## config.mk

```make
export PLATFORM = sky130hd
export DESIGN_NAME = codec_pwr_seq
export DESIGN_NICKNAME = d
export VERILOG_FILES = /design/src/rtl/codec_pwr_pkg.sv /design/src/rtl/cpd_pin_classifier.sv /design/src/rtl/cpd_sync_watch.sv /design/src/rtl/cpd_power_fsm.sv /design/src/rtl/codec_pwr_seq.sv
export SDC_FILE = /design/constraint.sdc
export NUM_CORES = 1
export LEC_CHECK = 0
export ABC_CLOCK_PERIOD_IN_PS = 1600
export CORE_UTILIZATION = 55
export CTS_CLUSTER_SIZE = 20
export DETAILED_ROUTE_END_ITERATION = 10
export DONT_BUFFER_PORTS = 1
export PLACE_DENSITY = 0.76
export SETUP_SLACK_MARGIN = 0.2
export SYNTH_ARGS = -nofsm -noshare
export SYNTH_HDL_FRONTEND = slang
export SYNTH_HIERARCHICAL = 1
export SYNTH_SLANG_ARGS = --single-unit
export TNS_END_PERCENT = 50
```

## constraint.sdc

```tcl
create_clock -name clk -period 1.6 [get_ports clk]
set_input_delay 0.32 -clock clk [delete_from_list [all_inputs] [get_ports clk]]
set_output_delay 0.32 -clock clk [all_outputs]
set_load 0.1 [all_outputs]
```

## src/rtl/codec_pwr_pkg.sv

```systemverilog
package codec_pwr_pkg;
  typedef enum logic {
    PS_DOWN = 1'b0,
    PS_UP   = 1'b1
  } pwr_state_t;

  localparam int TX_SYNC_NEED = 2;
endpackage

```

## src/rtl/cpd_pin_classifier.sv

```systemverilog
module cpd_pin_classifier #(
  parameter int PDN_HOLD = 16
) (
  input  logic clk,
  input  logic rst,
  input  logic pin,
  output logic static_hi
);
  localparam int CW = $clog2(PDN_HOLD + 1);
  localparam logic [CW-1:0] HOLD_V = CW'(PDN_HOLD);

  logic [CW-1:0] hi_run;

  always_ff @(posedge clk) begin
    if (rst) begin
      hi_run <= '0;
    end else if (!pin) begin
      hi_run <= '0;
    end else if (hi_run != HOLD_V) begin
      hi_run <= hi_run + 1'b1;
    end
  end

  assign static_hi = (hi_run == HOLD_V);


  hold_needs_high_chk: assert property (@(posedge clk) disable iff (rst)
    static_hi |-> $past(pin));
endmodule

```

## src/rtl/cpd_sync_watch.sv

```systemverilog
module cpd_sync_watch #(
  parameter int IDLE_CYC = 4096
) (
  input  logic clk,
  input  logic rst,
  input  logic fs_tx,
  input  logic fs_rx,
  output logic tx_edge,
  output logic any_edge,
  output logic idle_out
);
  localparam int IW = $clog2(IDLE_CYC + 1);
  localparam logic [IW-1:0] IDLE_V = IW'(IDLE_CYC);

  logic fs_tx_q, fs_rx_q;
  logic [IW-1:0] idle_cnt;

  always_ff @(posedge clk) begin
    if (rst) begin
      fs_tx_q <= 1'b0;
      fs_rx_q <= 1'b0;
    end else begin
      fs_tx_q <= fs_tx;
      fs_rx_q <= fs_rx;
    end
  end

  assign tx_edge  = fs_tx & ~fs_tx_q;
  assign any_edge = tx_edge | (fs_rx & ~fs_rx_q);

  always_ff @(posedge clk) begin
    if (rst) begin
      idle_cnt <= '0;
    end else if (any_edge) begin
      idle_cnt <= '0;
    end else if (idle_cnt != IDLE_V) begin
      idle_cnt <= idle_cnt + 1'b1;
    end
  end

  assign idle_out = (idle_cnt == IDLE_V);


  edge_restarts_timer_chk: assert property (@(posedge clk) disable iff (rst)
    any_edge |=> !idle_out);


  edge_single_cycle_chk: assert property (@(posedge clk) disable iff (rst)
    tx_edge |=> !tx_edge);
endmodule

```

## src/rtl/cpd_power_fsm.sv

```systemverilog
module cpd_power_fsm
  import codec_pwr_pkg::*;
(
  input  logic clk,
  input  logic rst,
  input  logic static_hi,
  input  logic idle_out,
  input  logic tx_edge,
  input  logic any_edge,
  output logic pwr_en,
  output logic tx_oe_ok
);
  pwr_state_t state, state_nx;
  logic [1:0] tx_cnt, tx_cnt_nx;

  always_comb begin
    state_nx  = state;
    tx_cnt_nx = tx_cnt;
    if (state == PS_UP) begin
      if (static_hi || idle_out) begin
        state_nx  = PS_DOWN;
        tx_cnt_nx = '0;
      end else if (tx_edge && tx_cnt != 2'(TX_SYNC_NEED)) begin
        tx_cnt_nx = tx_cnt + 1'b1;
      end
    end else begin
      tx_cnt_nx = '0;
      if (any_edge && !static_hi) begin
        state_nx  = PS_UP;
        tx_cnt_nx = tx_edge ? 2'd1 : 2'd0;
      end
    end
  end

  always_ff @(posedge clk) begin
    if (rst) begin
      state    <= PS_DOWN;
      tx_cnt   <= '0;
      pwr_en   <= 1'b0;
      tx_oe_ok <= 1'b0;
    end else begin
      state    <= state_nx;
      tx_cnt   <= tx_cnt_nx;
      pwr_en   <= (state_nx == PS_UP);
      tx_oe_ok <= (state_nx == PS_UP) && (tx_cnt_nx == 2'(TX_SYNC_NEED));
    end
  end


  oe_needs_power_chk: assert property (@(posedge clk) disable iff (rst)
    tx_oe_ok |-> pwr_en);


  no_wake_when_static_chk: assert property (@(posedge clk) disable iff (rst)
    (!pwr_en && static_hi) |=> !pwr_en);


  static_forces_down_chk: assert property (@(posedge clk) disable iff (rst)
    (pwr_en && static_hi) |=> (!pwr_en && !tx_oe_ok));


  oe_rise_on_tx_edge_chk: assert property (@(posedge clk) disable iff (rst)
    $rose(tx_oe_ok) |-> $past(tx_edge));
endmodule

```

## src/rtl/codec_pwr_seq.sv

```systemverilog
module codec_pwr_seq #(
  parameter int PDN_HOLD = 16,
  parameter int IDLE_CYC = 4096
) (
  input  logic clk,
  input  logic rst,
  input  logic pdn_pin,
  input  logic fs_tx,
  input  logic fs_rx,
  output logic pwr_en,
  output logic tx_oe_ok
);
  logic static_hi, tx_edge, any_edge, idle_out;

  cpd_pin_classifier #(.PDN_HOLD(PDN_HOLD)) u_pin (
    .clk(clk), .rst(rst), .pin(pdn_pin), .static_hi(static_hi)
  );

  cpd_sync_watch #(.IDLE_CYC(IDLE_CYC)) u_sync (
    .clk(clk), .rst(rst), .fs_tx(fs_tx), .fs_rx(fs_rx),
    .tx_edge(tx_edge), .any_edge(any_edge), .idle_out(idle_out)
  );

  cpd_power_fsm u_fsm (
    .clk(clk), .rst(rst), .static_hi(static_hi), .idle_out(idle_out),
    .tx_edge(tx_edge), .any_edge(any_edge),
    .pwr_en(pwr_en), .tx_oe_ok(tx_oe_ok)
  );


  reset_clears_chk: assert property (@(posedge clk)
    $past(rst) |-> (!pwr_en && !tx_oe_ok));
endmodule

```

Word-level counts from Yosys, hierarchy flattened
Index checks and enable logic that the tools add are counted.
{ "classes": {"addsub": 3, "n_eq_ne": 6, "n_mux": 8, "bitwise": 6, "n_reduce_logical": 7} }
{ "op_table": {"columns": ["op", "n"], "rows": [
  ["$add 13x1->13 const B", 1],
  ["$eq 13x13->1 const B", 1],
  ["$ne 13x13->1 const B", 1],
  ["$mux 2", 4],
  ["$add 5x1->5 const B", 1],
  ["$eq 5x5->1 const B", 1],
  ["$ne 5x5->1 const B", 1],
  ["$mux 1", 4],
  ["$reduce_or 2->1", 2],
  ["$logic_and 1x1->1", 3],
  ["$not 1->1", 3],
  ["$add 2x1->2 const B", 1],
  ["$and 1x1->1", 2],
  ["$eq 2x2->1 const B", 1],
  ["$ne 2x2->1 const B", 1],
  ["$logic_not 1->1", 1],
  ["$logic_or 1x1->1", 1],
  ["$or 1x1->1", 1]
]} }
{ "totals": {"regBits": 24, "inputBits": 5, "out_inout_bits": 2, "word_cells": 37} }

Logic depth before layout (Yosys ltp)
{ "depth": {"depth_word": 8, "ltp_mapped": 7, "ltp_nobuf": 7} }

Cells and area by module
Netlist, hierarchy kept.
{ "by_module_without_submodules": {"columns": ["mod", "instances", "cells_each", "area_each_um2", "seq_area_each_um2"], "rows": [
  ["cpd_sync_watch", 1, 85, 769.5, 300.3],
  ["cpd_pin_classifier", 1, 24, 235.2, 100.1],
  ["cpd_power_fsm", 1, 21, 192.7, 80.1]
]} }

Worst setup path after synthesis
No wires, ideal clock.
{ "synth_path": {"path_type": "reg2reg", "start": "reg u_sync.idle_cnt[0]", "end": "reg u_fsm.tx_cnt[0]", "setup_ns": 0.125, "arrival_ns": 1.422, "required_time_ns": 1.475, "setup_slack_ns": 0.053, "path_stages_with_launch": 8, "n_path_buf": 0, "period_less_slack_ns": 1.547, "cell_sequence": "dfxtp_1 -> inv_1 -> ha_1 -> or4b_1 -> nor3_1 -> inv_1 -> nand3_1 -> o21ai_0"} }
{ "synth_between": {"elab_chain_cells": 4} }
{ "synth_rtl": {"columns": ["element", "line_no", "rtl"], "rows": [
  ["start, declared", "cpd_sync_watch.sv:16", "logic [IW-1:0] idle_cnt;"],
  ["start signal, assigned", "cpd_sync_watch.sv:37", "idle_cnt <= idle_cnt + 1'b1;"],
  ["$eq 13x13->1", "cpd_sync_watch.sv:41", "assign idle_out = (idle_cnt == IDLE_V);"],
  ["via idle_out", "codec_pwr_seq.sv:13", "logic static_hi, tx_edge, any_edge, idle_out;"],
  ["$logic_or 1x1->1", "cpd_power_fsm.sv:20", "if (static_hi || idle_out) begin"],
  ["$mux 2", "cpd_power_fsm.sv:20", null],
  ["$mux 2", "cpd_power_fsm.sv:19", "if (state == PS_UP) begin"],
  ["end signal, assigned", "cpd_power_fsm.sv:43", "tx_cnt <= tx_cnt_nx;"],
  ["end, declared", "cpd_power_fsm.sv:14", "logic [1:0] tx_cnt, tx_cnt_nx;"]
]} }
The timed path passes the listed nets, and every way through them passes these cells.
A chain may end at the register's enable or synchronous reset.

Worst setup path after layout
{ "layout_path": {"start": "reg u_sync.idle_cnt[0]", "end": "reg u_sync.idle_cnt[2]"} }
{ "layout_between": {"elab_chain_cells": 1, "word_cells_on_any_way": 2, "cone_classes": "add/sub (1); eq/ne (1)"} }
{ "layout_rtl": {"columns": ["element", "line_no"], "rows": [
  ["$add 13x1->13 / $ne 13x13->1 (equally long branches)", "cpd_sync_watch.sv:37, cpd_sync_watch.sv:36"]
]} }
Parallel ways exist; a longest one is shown, timed or not.

==> metrics.csv <==
metric;value;unit
status;finished, final reports clean;
reg2regPathDepth;5;
final_cell_mix;19 x dfxtp_1, 9 x buf_4, 9 x nor2_1;
rsz0062_at_grt;yes;
setup.worst_path.start;u_sync/idle_cnt[0]$_SDFFE_PP0P_;
dieArea;2370;um^2
crit_buf_inv;1;
timing.rr.end;u_sync/idle_cnt[2]$_SDFFE_PP0P_;
io_buffer_count;0;
crit_type;reg2reg;
synth-seq-cells;24;
cp_max_fo;4;
hpwlAfterDp;1730;um
grt_pass1_wl;4100;um
max-vdd-ir-drop;0.000524;V
cp.arrival;1760;ps
critical_path.endpoint;u_sync/idle_cnt[2]$_SDFFE_PP0P_;
yosys_warnings;6;
p_leak;0.452;nW
hold_violations;0;
synth_nets;140;
antenna_cells;0;
initial_utilization;0.598;
die_height;48.7;um
yosys.area.top_type;dfxtp_1;
rows;16;
p_per_area;743;nW/um^2
path_delay_family;simple AND/OR/NAND/NOR gates;
place.gp.congestion;0.799;
fin_worst_skew;4.53;ps
detail_route.vias_per_cell;5.98;
vias;1010;
wl_per_cell;14.6;um
h-tree-depth;1;
nNetsFinal;153;
die_width;48.7;um
endpoint_kind;register;
drv_cap;0;
drtIter0Drc;23;
hold_class;in2reg;
drc;0;
syn2layout_area_growth;17.2;%
drive_gt1_frac;0.268;
ys_seq_area_frac;0.401;
cts_buffer_depth;2;
num_io_pins;7;
cts.sink_count;24;
cts_made_buffers;3;
holdWs;53.6;ps
clock-root-buffer;clkbuf_4;
yosysTopAreaCellShare;0.401;
syn_area;1200;um^2
design.core.area;2000;um^2
max_stage_delay;500;ps
critPathLaunchType;register;
grt_max_degree;14;
ant_nets;0;
avgSynthCellArea;9.21;um^2
final_common_cell;dfxtp_1;
grt_use_total;0.222;
drt-total-wl;2460;um
crit_cells;5;
grt_pass1_vias;921;
finalPower;1.04;mW
grt_antenna_before_repair;0;
finalSetupViolations;0;
slowest_stage;or4b_4;
clk_pin_slew;130;ps
slew_violations;0;
r2r_setup_slack;30;ps
clkLatencyLatePin;310;ps
fmax;0.637;GHz
post_synth_num_cell_types;35;
maxSlewHeadroom;0.664;
synth_area_leaders;dfxtp_1 40%, ha_1 5.2%, a21oi_1 4.2%, mux2i_1 3.3%, xnor2_1 2.9%;
drtPass1Iterations;4;
ctsHoldBuffers;0;
fin_crit;1570;ps
worst_slew_pin_slew;499;ps
finalCritPeriodShare;0.981;
synthCells;130;
grt_overflow_total;0;
worstPathCellList;inv_4 > ha_4 > or4b_4 > o311ai_2 > a21oi_1;
r2r_start;u_sync/idle_cnt[0]$_SDFFE_PP0P_;
critPathRequiredTime;1790;ps
cts_tree;yes;
[what timing repair did]
item | 4_1_cts | 5_1_grt
pin swaps | 0 | 4
setup endpoints to repair | 11 | 14
gates resized for setup | 2 | 16
endpoints found under the hold margin | 0 | 0
setup buffers | 1 | 1
gates cloned | 0 | 0
[Yosys cell counts]
| master | instances |
|---|---|
| a21oi_1 | 10 |
| a31oi_1 | 1 |
| and4bb_4 | 1 |
| clkbuf_1 | 1 |
| dfxtp_1 | 24 |
| ha_1 | 5 |
| inv_1 | 9 |
| mux2i_1 | 4 |
| nand2_1 | 4 |
| nand2b_1 | 3 |
| nand2b_4 | 1 |
| nand3_1 | 6 |
| nand3_2 | 1 |
| nand3b_1 | 1 |
| nand4_1 | 5 |
| nand4b_1 | 3 |
| nand4bb_1 | 2 |
| nor2_1 | 9 |
| nor2b_1 | 2 |
| nor3_1 | 5 |
| nor3b_1 | 1 |
| nor4_1 | 2 |
| nor4b_1 | 2 |
| o21ai_0 | 5 |
| o311ai_2 | 1 |
| o31ai_1 | 3 |
| or2_1 | 1 |
| or2b_1 | 1 |
| or3_1 | 5 |
| or4_1 | 2 |
| or4_4 | 1 |
| or4b_1 | 1 |
| or4b_4 | 1 |
| xnor2_1 | 4 |
| xor2_1 | 3 |
[worst reg2reg max path, delay by kind of cell (launching register included)]
family	cells	cell delay (ps)
AO/OA/AOI/OAI	2	380
adder cells (fa/ha/maj)	1	120
buffers and inverters	1	60
flip-flops	1	380
AND/OR/NAND/NOR	1	500
[flip-flops by register name, indices dropped and copies added (netlist names)]
signal	cells
u_fsm/tx_cnt	2
u_sync/fs_tx_q	1
u_sync/idle_cnt	13
u_fsm/state	1
u_sync/fs_rx_q	1
u_fsm/tx_oe_ok	1
u_pin/hi_run	5
[worst min-delay path by stage]
stage | startpoint | to | slack, ps | cells after the start
floorplan | rst | u_fsm/state$_SDFF_PP0_ | 390 | 1
global placement | rst | u_fsm/state$_SDFF_PP0_ | 390 | 1
detailed placement | rst | u_fsm/state$_SDFF_PP0_ | 390 | 1
CTS | rst | u_fsm/state$_SDFF_PP0_ | 50 | 1
global route | rst | u_fsm/state$_SDFF_PP0_ | 30 | 1
finish | rst | u_fsm/state$_SDFF_PP0_ | 50 | 1
[cell families (layout without fill, tap and decap cells)]
family | after synthesis | in the layout | synth area share
AOI/OAI and AO/OA | 20 | 20 | 0.100
xor gates and xnor gates | 7 | 7 | 0.0512
adders and majority gates | 5 | 5 | 0.0522
buffers and inverters | 10 | 22 | 0.0313
DFF | 24 | 24 | 0.401
muxes | 4 | 4 | 0.0334
and+or+nand+nor | 60 | 60 | 0.330
[metal layers]
metal / track usage / wire length (um) / up-vias
met5: 0 / 0 / -
met4: 0.0882 / 29 / 0
met3: 0.0409 / 59 / 4
met2: 0.384 / 1270 / 12
met1: 0.269 / 1100 / 491
li1: - / - / 503
[per-stage QoR]
stage | std cells | setup slack (ps) | setup TNS (ps) | instance area (um^2) | util
after floorplan | 130 | 165 | 0 | 1210 | -
after global placement | 163 | 110 | 0 | 1290 | 0.645
after detailed placement | 163 | 39.7 | 0 | 1290 | 0.645
after CTS | 168 | 34.6 | 0 | 1340 | 0.671
after global routing | 169 | -17.8 | -26.8 | 1400 | 0.701
final | 169 | 31.2 | 0 | 1400 | 0.701
[layout make-up]
cell class              count  area, um^2
multi-input cells          96         738
flip-flops and latches     24         492
clock buffers               4        36.3
fillers                   160         598
inverters                   9        36.3
repair buffers              9        67.6
well taps                  27        33.8
[where the power goes]
group / leakage, nW / switching (mW) / internal [mW]
clock network: 0.0210 / 0.176 / 0.139
registers: 0.198 / 0.00756 / 0.609
logic: 0.233 / 0.0681 / 0.0433
total: 0.452 / 0.252 / 0.791
Power figures use the tool's default switching activity.
